<file path="config.mk">
export PLATFORM = sky130hd
export DESIGN_NAME = sample_period_quantizer
export DESIGN_NICKNAME = d
export VERILOG_FILES = /design/src/rtl/sample_period_quantizer.sv
export SDC_FILE = /design/constraint.sdc
export NUM_CORES = 1
export LEC_CHECK = 0
export CORE_UTILIZATION = 30
export CTS_CLUSTER_SIZE = 12
export DETAILED_ROUTE_END_ITERATION = 10
export SYNTH_ARGS = -nofsm -noshare
export SYNTH_HDL_FRONTEND = slang
export SYNTH_SLANG_ARGS = --single-unit
</file>
<file path="constraint.sdc">
create_clock -name clk -period 5.3 [get_ports clk]
set_input_delay 0.795 -clock clk [delete_from_list [all_inputs] [get_ports clk]]
set_output_delay 0.795 -clock clk [all_outputs]
set_load 0.01 [all_outputs]
</file>
<file path="src/rtl/sample_period_quantizer.sv">
module sample_period_quantizer #(
  parameter int W      = 32,
  parameter int A_CLK0 = 31250,
  parameter int A_CLK1 = 22676,
  parameter int A_CLK2 = 20833,
  parameter int A_CLK3 = 19531,
  parameter int B_CLK0 = 62500,
  parameter int B_CLK1 = 50000,
  parameter int B_CLK2 = 41667
) (
  input  logic         clk,
  input  logic         rst_n,
  input  logic         start,
  input  logic [W-1:0] req_period,
  input  logic [1:0]   round_mode,
  input  logic         board_sel,
  output logic [W-1:0] achieved_period,
  output logic [1:0]   clk_index,
  output logic [1:0]   div_shift,
  output logic [6:0]   cfg_word,
  output logic         done
);

  localparam logic [1:0] MODE_UP   = 2'b01;
  localparam logic [1:0] MODE_DOWN = 2'b10;
  localparam logic [1:0] MAX_SHIFT = 2'd3;

  function automatic logic [W-1:0] master(input logic sel, input logic [1:0] i);
    logic [W-1:0] v;
    if (!sel)
      case (i)
        2'd0: v = W'(A_CLK0);
        2'd1: v = W'(A_CLK1);
        2'd2: v = W'(A_CLK2);
        default: v = W'(A_CLK3);
      endcase
    else
      case (i)
        2'd0: v = W'(B_CLK0);
        2'd1: v = W'(B_CLK1);
        default: v = W'(B_CLK2);
      endcase
    return v;
  endfunction

  function automatic logic [1:0] last_of(input logic sel);
    return sel ? 2'd2 : 2'd3;
  endfunction

  logic         busy, fin;
  logic         sel_q;
  logic [1:0]   mode_q;
  logic [W-1:0] req_q;
  logic [W-1:0] lub_q, glb_q;
  logic [1:0]   lub_i, lub_s, glb_i, glb_s;
  logic [1:0]   idx, sh;

  logic [W-1:0] in_lo, in_hi, in_clamped;
  assign in_lo      = master(board_sel, last_of(board_sel));
  assign in_hi      = master(board_sel, 2'd0) << MAX_SHIFT;
  assign in_clamped = (req_period < in_lo) ? in_lo :
                      (req_period > in_hi) ? in_hi : req_period;

  logic [W-1:0] cand;
  logic         take_lub, take_glb, last_cand;
  assign cand      = master(sel_q, idx) << sh;
  assign take_lub  = (cand < lub_q) && (cand >= req_q);
  assign take_glb  = (cand > glb_q) && (cand <= req_q);
  assign last_cand = (sh == MAX_SHIFT) && (idx == last_of(sel_q));

  logic         pick_up;
  logic [W-1:0] pick_val;
  logic         use_lub;
  assign pick_up  = (mode_q == MODE_UP)   ? 1'b1 :
                    (mode_q == MODE_DOWN) ? 1'b0 :
                    ((lub_q - req_q) < (req_q - glb_q));
  assign pick_val = pick_up ? lub_q : glb_q;
  assign use_lub  = (pick_val == lub_q);

  always_ff @(posedge clk or negedge rst_n) begin
    if (!rst_n) begin
      busy   <= 1'b0;
      fin    <= 1'b0;
      sel_q  <= 1'b0;
      mode_q <= 2'b00;
      req_q  <= '0;
      lub_q  <= '0;
      glb_q  <= '0;
      lub_i  <= 2'd0;
      lub_s  <= 2'd0;
      glb_i  <= 2'd0;
      glb_s  <= 2'd0;
      idx    <= 2'd0;
      sh     <= 2'd0;
    end else if (start && !busy && !fin) begin
      busy   <= 1'b1;
      sel_q  <= board_sel;
      mode_q <= round_mode;
      req_q  <= in_clamped;
      lub_q  <= in_hi;
      lub_i  <= 2'd0;
      lub_s  <= MAX_SHIFT;
      glb_q  <= in_lo;
      glb_i  <= last_of(board_sel);
      glb_s  <= 2'd0;
      idx    <= 2'd0;
      sh     <= 2'd0;
    end else if (busy) begin
      if (take_lub) begin
        lub_q <= cand;
        lub_i <= idx;
        lub_s <= sh;
      end
      if (take_glb) begin
        glb_q <= cand;
        glb_i <= idx;
        glb_s <= sh;
      end
      if (last_cand) begin
        busy <= 1'b0;
        fin  <= 1'b1;
      end else if (idx == last_of(sel_q)) begin
        idx <= 2'd0;
        sh  <= sh + 2'd1;
      end else begin
        idx <= idx + 2'd1;
      end
    end else if (fin) begin
      fin <= 1'b0;
    end
  end

  always_ff @(posedge clk or negedge rst_n) begin
    if (!rst_n) begin
      achieved_period <= '0;
      clk_index       <= 2'd0;
      div_shift       <= 2'd0;
      done            <= 1'b0;
    end else begin
      done <= fin;
      if (fin) begin
        achieved_period <= pick_val;
        clk_index       <= use_lub ? lub_i : glb_i;
        div_shift       <= use_lub ? lub_s : glb_s;
      end
    end
  end

  assign cfg_word = {div_shift, clk_index, 3'b000};

endmodule


</file>
Word-level counts from Yosys, hierarchy flattened
Index checks and enable logic that the tools add are counted.
W data, S select, Z words.
{"block": "classes", "addsub": 4, "order_cmp": 7, "eq_ne": 11, "shift": 1, "muxes": 47, "n_bitwise": 1, "n_reduce_logical": 18}
{"op": "$mux W32", "n": 11}
{"op": "$lt A32 B32 Y1", "n": 3}
{"op": "$pmux W14 S3", "n": 2}
{"op": "$gt A32 B32 Y1", "n": 2}
{"op": "$sub A32 B32 Y32", "n": 2}
{"op": "$pmux W15 S2", "n": 2}
{"op": "$mux W2", "n": 22}
{"op": "$eq A32 B32 Y1", "n": 1}
{"op": "$ge A32 B32 Y1", "n": 1}
{"op": "$le A32 B32 Y1", "n": 1}
{"op": "$shl A32 B2 Y32", "n": 1}
{"op": "$mux W16", "n": 1}
{"op": "$mux W1", "n": 9}
{"op": "$eq A2 B2 Y1 const B", "n": 4}
{"op": "$reduce_and A2 Y1", "n": 4}
{"op": "$reduce_bool A2 Y1", "n": 4}
{"op": "$eq A2 B1 Y1 const B", "n": 3}
{"op": "$logic_and A1 B1 Y1", "n": 5}
{"op": "$add A2 B1 Y2 const B", "n": 2}
{"op": "$logic_not A2 Y1", "n": 2}
{"op": "$ne A2 B1 Y1 const B", "n": 2}
{"op": "$reduce_and A3 Y1", "n": 1}
{"op": "$eq A2 B2 Y1", "n": 1}
{"op": "$logic_not A1 Y1", "n": 2}
{"op": "$not A1 Y1", "n": 1}
{"block": "word_totals", "ff_bits": 150, "input_bits": 38, "word_cells": 106}

Logic depth before layout (Yosys ltp)
Gate-level depths: netlist of the first run.
{"block": "logic_depth", "depth_word": 9, "ltp_mapped": 22, "mapped_depth_nobuf": 21}

Least setup slack after synthesis of the first run
OpenSTA, ideal clock, no wires.
{"block": "synth_path", "path_type": "reg-to-reg", "start": "register lub_q[7]", "end": "register clk_index[0]", "setup_ns": 0.082, "t_arrival_ns": 4.263, "required_ns": 5.218, "path_slack_ns": 0.955, "path_stages_with_launch": 19, "path_cell_list": "dfrtp_1 > ha_1 > a2111oi_0 > o211ai_1 > a21boi_0 > o211ai_1 > a41oi_1 > nor2_1 > xnor2_1 > ha_1 > a21o_1 > a21oi_1 > o221ai_1 > o21ai_0 > nand2_1 > a32oi_1 > clkbuf_1 > o21ai_0 > a31oi_1"}
{"block": "synth_via", "elab_chain_cells": 7}
{"element": "start, declared", "line_no": "54", "rtl": "logic [W-1:0] lub_q, glb_q;"}
{"element": "start signal, assigned", "line_no": "100", "rtl": "lub_q <= in_hi;"}
{"element": "start signal, assigned", "line_no": "110", "rtl": "lub_q <= cand;"}
{"element": "$sub A32 B32 Y32", "line_no": "76", "rtl": "((lub_q - req_q) < (req_q - glb_q));"}
{"element": "$lt A32 B32 Y1", "line_no": "76"}
{"element": "$mux W1", "line_no": "75", "rtl": "(mode_q == MODE_DOWN) ? 1'b0 :"}
{"element": "$mux W1", "line_no": "74", "rtl": "assign pick_up = (mode_q == MODE_UP) ? 1'b1 :"}
{"element": "$mux W32", "line_no": "77", "rtl": "assign pick_val = pick_up ? lub_q : glb_q;"}
{"element": "$eq A32 B32 Y1 (*)", "line_no": "78", "rtl": "assign use_lub = (pick_val == lub_q);"}
{"element": "$mux W2 (*)", "line_no": "143", "rtl": "clk_index <= use_lub ? lub_i : glb_i;"}
{"element": "end signal, assigned", "line_no": "143"}
{"element": "end, declared", "line_no": "18", "rtl": "output logic [1:0] clk_index,"}
Every way passes the cells marked *; elsewhere a longest branch is shown, timed or not.
A chain may end at the register's enable or synchronous reset.

Final worst setup path of the first run
{"block": "layout_path", "start": "register req_q[0]", "end": "register achieved_period[0]"}
{"block": "layout_via", "elab_chain_cells": 5}
{"element": "start, declared", "line_no": "53", "rtl": "logic [W-1:0] req_q;"}
{"element": "start signal, assigned", "line_no": "99", "rtl": "req_q <= in_clamped;"}
{"element": "$sub A32 B32 Y32", "line_no": "76"}
{"element": "$lt A32 B32 Y1 (*)", "line_no": "76"}
{"element": "$mux W1 (*)", "line_no": "75"}
{"element": "$mux W1 (*)", "line_no": "74"}
{"element": "$mux W32 (*)", "line_no": "77"}
{"element": "end signal, assigned", "line_no": "142", "rtl": "achieved_period <= pick_val;"}
{"element": "end, declared", "line_no": "17", "rtl": "output logic [W-1:0] achieved_period,"}
Marked as above.

==> impl_metrics.toml, run 1 <==
[status]
run_status = "completed"

[route]
met2WireLength_mm = 14.62
firstDrtPassIters = 5
wl_met3_mm = 1.694
wl_per_cell_um = 18.30
drc = 0
wl_met1_mm = 14.59
highest_layer = "met4"
ant_nets = 0
vias = 9395
vias_per_cell = 5.381
drt_iter0_drc = 679
routed_wirelength_mm = 31.95

[clocking]
postCtsSetupRepairBufs = 0
cts.sinks = 111
cts_hold_buf = 0
cts_buffers = 9
cts_root_buf = "clkbuf_16"
tritoncts = "yes"
clk_pin_slew_ns = 0.08
h-tree-depth = 3
clk_latency_ns = 0.37
clockBufferDepth = 2

[worst_setup_path]
critical-path-slowest-cell = "dfrtp_1"
r2r_setup_slack_ns = 0.31
cp-end-kind = "flop"
slowest_delay_ns = 0.43
critical_path_class = "flop to flop"
r2r_cells = 20
critPathRequiredTime_ns = 5.52
r2r_end = "achieved_period[0]"
startpoint_type = "flop"
path_cells = "inv_1 > ha_1 > inv_1 > fa_1 > a21oi_1 > nor2b_1 > o31ai_2 > a31oi_1 > o211a_1 > o311a_1 > nor4b_1 > xnor2_1 > ha_1 > nand4_1 > nor3_2 > o21ai_0 > and3_2 > buf_4 > o21ai_1 > a31oi_1"
worstPathMaxFanout = 12
timing.rr.start = "req_q[0]"
worstPathArrival_ns = 5.21

[worst_hold_path]
whs_path_depth = 2
hold_class = "flop to flop"
hp-start = "lub_s[0]"
worstHoldEndpoint = "lub_s[0]"

[cells_and_area]
drive_above_1_share_pct = 6.471
layout.cells.non_filler = 1746
num_antenna_cells = 0
fin_util_pct = 35.23
area_growth_pct = 15.00
fin_nets = 1477

[die]
die_y_um = 187.3
initial_core_util_pct = 30.64
dieArea_mm2 = 0.03507
num_rows = 67
io_pins = 82
core_mm2 = 0.03362
dieWidth_um = 187.3

[timing]
slew_viol_final = 0
relSlewSlack_pct = 26.56
fin_skew_ns = 0.01429
worst_slew_pin_slew_ns = 1.098
period_needed_ns = 4.989
fmax_mhz = 200.5
fin_hold_ws_ns = 0.5071
period_share_pct = 94.13
setup_tns_ns = 0
final-hold-violation-count = 0
setup_viol = 0

[placed_design]
detailed_place_hpwl_mm = 24.82
portBuffers = 65
placed_cells = 1730
gp_congestion = 0.8988

[synth]
netlist.area_leader.share_pct = 26.97
syn_inst = 1232
seq_area_frac_synth_pct = 26.97
yosys.area.top_type = "dfrtp_1"
synth_warnings = 0
syn_area_mm2 = 0.01030
ys_top_cells_by_area = "dfrtp_1, ha_1, o21ai_0"
synth.avg_cell_area_um2 = 8.359
ys_ff_latch = 111
synthFlopType = "dfrtp_1"
synth_edf_count = 0
synth.distinct_cells = 73
async_reset_ff_share_pct = 100.0

[grt]
grt_pass1_vias = 9113
grt_overflow_total = 0
grt_start_max_net_pins = 73
grt_pass1_wl_mm = 50.94
antenna_found_initial = 0
grt_usage_pct = 18.28

[run]
max_cap_viol_count = 0
## area by class of cell
class | instances | area, µm²
Clock buffer | 9 | 225.2
Clock inverter | 7 | 90.09
Fill cell | 3447 | 21770
Inverter | 81 | 304.0
Multi-Input combinational cell | 988 | 6948
Sequential cell | 111 | 2778
Tap cell | 448 | 560.5
Timing Repair Buffer | 102 | 938.4
## Yosys cell counts (all sizes together) (11+ instances only)
master and count:
buf 25, nand2b 11, nand3 53, nor2 113, o211ai 21, ha 144, a211oi 20, dfrtp 111
and2 19, nand4 20, a21oi 62, xnor2 45, nand2 69, nor4 13, mux2i 20, o21ai 98
a21o 27, inv 80, a31oi 36, xor2 37, nor3 45, clkbuf 42
## worst max-delay path, delay by kind of cell (launching register included)
| family | cells | cell delay, ns |
|---|---|---|
| compound gates | 8 | 1.87 |
| buf+inv | 3 | 0.34 |
| fa+ha+maj | 3 | 0.87 |
| flops | 1 | 0.43 |
| xor+xnor | 1 | 0.13 |
| simple gates | 5 | 1.21 |
## cell families after synthesis
logic type	share of synthesized area [%]
AOI/OAI and AO/OA	21.16
xor gates and xnor gates	6.974
adders and majority gates	17.88
buffers and inverters	6.366
DFF	26.97
muxes	2.272
other	0.03641
and+or+nand+nor	18.33
## placed cells by master, fill, tap and decap left out, types with 11 or more instances in the layout
cell type and instances:
mux2i_1 20, a21oi_1 62, nand3_1 52, dfrtp_1 111, conb_1 16, nand4_1 20
a21o_1 27, nor2_1 112, ha_1 144, o211ai_1 21, buf_4 37, a211oi_1 19
nand2b_1 11, and2_1 18, xnor2_1 45, nand2_1 69, xor2_1 37, o21ai_0 94
clkdlybuf4s50_1 64, a31oi_1 36, inv_1 80, nor3_1 44
## sequential cells by signal, indices dropped and copies added (netlist names), 2 cells and up
signal           count
div_shift            2
glb_q               19
glb_i                2
lub_s                2
clk_index            2
idx                  2
lub_i                2
sh                   2
achieved_period     19
mode_q               2
req_q               32
lub_q               19
glb_s                2
## through the flow
stage / setup slack, ns / area (µm²)
6_report: 0.3113 / 11840
2_1_floorplan: 0.9547 / 10350
5_1_grt: -0.1047 / 11840
3_3_place_gp: 0.1713 / 11500
3_5_place_dp: 0.05610 / 11500
4_1_cts: 0.04772 / 11820
## per-layer routing
layer	up-vias	GRT usage, %
met5	-	0
met4	0	6.999
met3	53	2.195
met2	302	29.80
met1	4465	24.60
li1	4575	-
## repair_timing
action,in CTS,in global routing
endpoints found under the setup margin,0,23
hold endpoints to repair,0,0
resized for setup,0,10
## worst max-delay path by stage
stage / start / end / slack (ns) / depth (start not counted)
2_1_floorplan: lub_q[7] / clk_index[0] / 0.95 / 18
3_3_place_gp: req_q[0] / achieved_period[0] / 0.17 / 20
3_5_place_dp: req_q[0] / div_shift[0] / 0.06 / 20
4_1_cts: req_q[0] / achieved_period[13] / 0.05 / 20
5_1_grt: req_q[0] / div_shift[1] / -0.10 / 20
6_report: req_q[0] / achieved_period[0] / 0.31 / 20
Power of run 1 is left out: the tool's default activity adds up to more than one toggle a clock period on the data nets, which glitch-free logic cannot reach.
==> run 2, diff against run 1 <==
==> constraint.sdc (replaced) <==
create_clock -name clk -period 5.3 [get_ports clk]
set_input_delay 0.53 -clock clk [delete_from_list [all_inputs] [get_ports clk]]
set_output_delay 0.53 -clock clk [all_outputs]
set_load 0.01 [all_outputs]
==> impl_metrics.toml, run 2 (synthesis gave the netlist of run 1 again) <==
[status]
run_status = "completed"

[timing]
rsz0062_at_grt = "false"
fmax_mhz = 203.1
fin_skew_ns = 0.01369
relSlewSlack_pct = 21.48
fin_hold_ws_ns = 0.2152
period_needed_ns = 4.924
period_share_pct = 92.90
worst_slew_pin_slew_ns = 1.173
final-hold-violation-count = 0
setup_tns_ns = 0
slew_viol_final = 0
setup_viol = 0

[run]
max_cap_viol_count = 0

[placed_design]
gp_congestion = 0.9501
detailed_place_hpwl_mm = 24.97
portBuffers = 65

[worst_setup_path]
critical_path_class = "flop to flop"
worstPathMaxFanout = 11
crit_start = "req_q[0]"
crit_end = "div_shift[0]"
worstPathArrival_ns = 5.16
r2r_setup_slack_ns = 0.38
r2r_end = "div_shift[0]"
critPathRequiredTime_ns = 5.53
timing.rr.start = "req_q[0]"
cp-end-kind = "flop"
startpoint_type = "flop"
r2r_cells = 20

[die]
die_y_um = 187.3
num_rows = 67
dieWidth_um = 187.3
initial_core_util_pct = 30.64
io_pins = 82
dieArea_mm2 = 0.03507
core_mm2 = 0.03362

[clocking]
tritoncts = "yes"
clk_pin_slew_ns = 0.09
clk_latency_ns = 0.37
postCtsSetupRepairBufs = 0
cts_resized = 0
clockBufferDepth = 2
cts_buffers = 9
cts_hold_buf = 0
h-tree-depth = 3
cts.sinks = 111
cts_root_buf = "clkbuf_16"

[cells_and_area]
fin_nets = 1484
largest_register = "req_q"
num_antenna_cells = 0
largest_register_ffs = 32
layout.cells.most_common = "ha_1"
area_growth_pct = 15.39
layout.cells.most_common_list = "ha_1, nor2_1, dfrtp_1, o21ai_0, inv_1"
drive_above_1_share_pct = 6.820

[grt]
grt_usage_pct = 18.34
grt_pass1_vias = 9070
antenna_found_initial = 0
grt_pass1_wl_mm = 50.86
grt_start_max_net_pins = 61
grt_overflow_total = 0

[route]
drc = 0
firstDrtPassIters = 5
vias = 9480
wl_per_cell_um = 18.05
ant_nets = 0
routed_wirelength_mm = 31.65
drt_iter0_drc = 720
vias_per_cell = 5.408

[worst_hold_path]
hold_class = "primary input to asynchronous set/reset pin"
==> run 2: worst min path at each step <==
stage	start	to	slack, ns
2_1_floorplan	rst_n	achieved_period[0]	0.23
3_3_place_gp	lub_s[0]	lub_s[0]	0.49
3_5_place_dp	lub_s[0]	lub_s[0]	0.50
4_1_cts	rst_n	done	0.25
5_1_grt	rst_n	done	0.29
6_report	rst_n	done	0.22
==> run 2: per-layer routing <==
metal	global-route usage, %	up-vias	share of wire, %
met3	1.764	54	4.9
met4	6.589	0	2.6
met2	30.75	285	47
met1	24.39	4531	45
li1	-	4610	-
met5	0	-	0
==> run 2: stage by stage <==
stage / instances / utilization [%] / setup slack [ns] / instance area (µm²)
6_report: 1753 / 35.35 / 0.3761 / 11880
2_1_floorplan: 1247 / - / 0.9547 / 10350
3_5_place_dp: 1737 / 34.41 / 0.05816 / 11570
4_1_cts: 1753 / 35.30 / 0.05756 / 11870
5_1_grt: 1753 / 35.35 / 0.01502 / 11880
3_3_place_gp: 1737 / 34.41 / 0.1787 / 11570
==> run 2: layout make-up <==
type,count,area [µm²]
fillers,3479,21730
clock buffers,9,225.2
well taps,448,560.5
repair buffers,109,1003
inverters,81,304.0
multi-input cells,988,6940
clock inverters,7,72.57
flip-flops and latches,111,2778
==> run 2: critical path, cell delays in order, from the launching register on <==
cell	delay, ns
dfrtp_1	0.42
inv_1	0.08
ha_1	0.15
inv_1	0.05
fa_1	0.41
a21oi_1	0.14
nor2b_1	0.09
o31ai_2	0.26
a31oi_1	0.21
o211a_1	0.28
o311a_1	0.39
nor4b_1	0.37
xnor2_1	0.12
ha_1	0.28
nand4_1	0.14
nor3_2	0.25
o21ai_0	0.15
and3_1	0.35
or2_2	0.38
o21ai_0	0.16
a31oi_1	0.10
Power of run 2 is left out for the same reason.
==> run 3, diff against run 2 <==
Settings changed: HOLD_SLACK_MARGIN set to 0.15, SETUP_SLACK_MARGIN set to 0.3.
==> impl_metrics.toml, run 3 (synthesis gave the netlist of run 1 again) <==
[worst_setup_path]
slowest_delay_ns = 0.42
worstPathMaxFanout = 7
cp-end-kind = "flop"
path_cells = "inv_1 > ha_1 > inv_1 > fa_1 > a21oi_1 > nor2b_1 > o31ai_2 > a31oi_2 > o211a_1 > o311a_4 > nor4_2 > xnor2_1 > ha_1 > nand4_1 > o221ai_1 > o21ai_0 > nand2_1 > a32oi_4 > buf_6 > o21ai_0 > a31oi_1"
crit_family = "compound AO/OA/AOI/OAI gates"
critPathRequiredTime_ns = 5.59
cp.buffers_inverters = 3
r2r_setup_slack_ns = 0.57
startpoint_type = "flop"
critical-path-slowest-cell = "dfrtp_1"
worstPathArrival_ns = 5.02
critical_path_class = "flop to flop"

[cells_and_area]
largest_register_ffs = 32
fin_area_mm2 = 0.01203
largest_register = "req_q"
drive_above_1_share_pct = 8.174
layout.cells.most_common_list = "ha_1, nor2_1, dfrtp_1, o21ai_0, inv_1"
num_antenna_cells = 0
regArea_mm2 = 0.002778
layout.cells.non_filler = 1757
multi_input_area_mm2 = 0.007038
fin_nets = 1488
fill_cells = 3459
layout.cells.most_common = "ha_1"
area_growth_pct = 16.78

[clocking]
cts_buffers = 9
clockBufferDepth = 2
tritoncts = "yes"
clk_latency_ns = 0.37
cts.sinks = 111
cts_hold_buf = 0
h-tree-depth = 3
clk_pin_slew_ns = 0.09
cts_root_buf = "clkbuf_16"

[status]
run_status = "completed"

[grt]
antenna_found_initial = 0
grt_start_max_net_pins = 61
grt_usage_pct = 18.34
grt_pass1_wl_mm = 50.88
grt_pass1_vias = 9076
grt_overflow_total = 0

[timing]
fin_hold_ws_ns = 0.2135
rsz0062_at_grt = "false"
setup_viol = 0
setup_tns_ns = 0
fin_skew_ns = 0.01369
period_share_pct = 89.28
final-hold-violation-count = 0
relSlewSlack_pct = 21.98
period_needed_ns = 4.732
slew_viol_final = 0
fmax_mhz = 211.3
worst_slew_pin_slew_ns = 1.166

[die]
dieWidth_um = 187.3
core_mm2 = 0.03362
initial_core_util_pct = 30.64
die_y_um = 187.3
io_pins = 82
num_rows = 67
dieArea_mm2 = 0.03507

[placed_design]
placed_cells = 1737
gp_congestion = 0.9501
portBuffers = 65
placed_area_mm2 = 0.01157
detailed_place_hpwl_mm = 24.97

[route]
drt_iter0_drc = 696
vias = 9549
routed_wirelength_mm = 32.18
wl_per_cell_um = 18.32
ant_nets = 0
firstDrtPassIters = 5
vias_per_cell = 5.435
drc = 0

[run]
max_cap_viol_count = 0

[worst_hold_path]
hold_class = "primary input to asynchronous set/reset pin"
run 3: timing repair:
item / CTS / global route
setup endpoints to repair: 23 / 23
buffers inserted: 0 / 1
resized for setup: 5 / 32
pin swaps: 0 / 5
cloned: 0 / 3
run 3: worst paths after layout:
kind,start,end,depth (start not counted)
setup / recovery,req_q[0],achieved_period[10],21
hold reg to reg,lub_s[0],lub_s[0],2
hold / removal,rst_n,done,1
max in group asynchronous,rst_n,req_q[8],2
setup reg to reg,req_q[0],achieved_period[10],21
min in group clk,lub_s[0],lub_s[0],2
run 3: stage by stage:
stage                     worst slack [ns]  util [%]
after floorplan                     0.9547         -
after global placement              0.1787     34.41
after detailed placement           0.05816     34.41
after CTS                           0.3402     35.34
after global routing                0.2682     35.78
final                               0.5682     35.78
run 3: final cells by class:
class / instances / share of cell area [%]
Sequential cell: 111 / 23.10
Clock buffer: 9 / 1.873
Tap cell: 448 / 4.661
Timing Repair Buffer: 113 / 8.718
Clock inverter: 7 / 0.6034
Inverter: 81 / 2.528
Multi-Input combinational cell: 988 / 58.52
run 3: per-layer routing:
metal  share of wire, %  vias to the layer above  track usage, %
met3                4.9                       52           1.782
met1                 45                     4582           24.38
met4                2.6                        0           6.715
met5                  0                        -               0
li1                   -                     4617               -
met2                 48                      298           30.70
Power of run 3 is left out for the same reason.
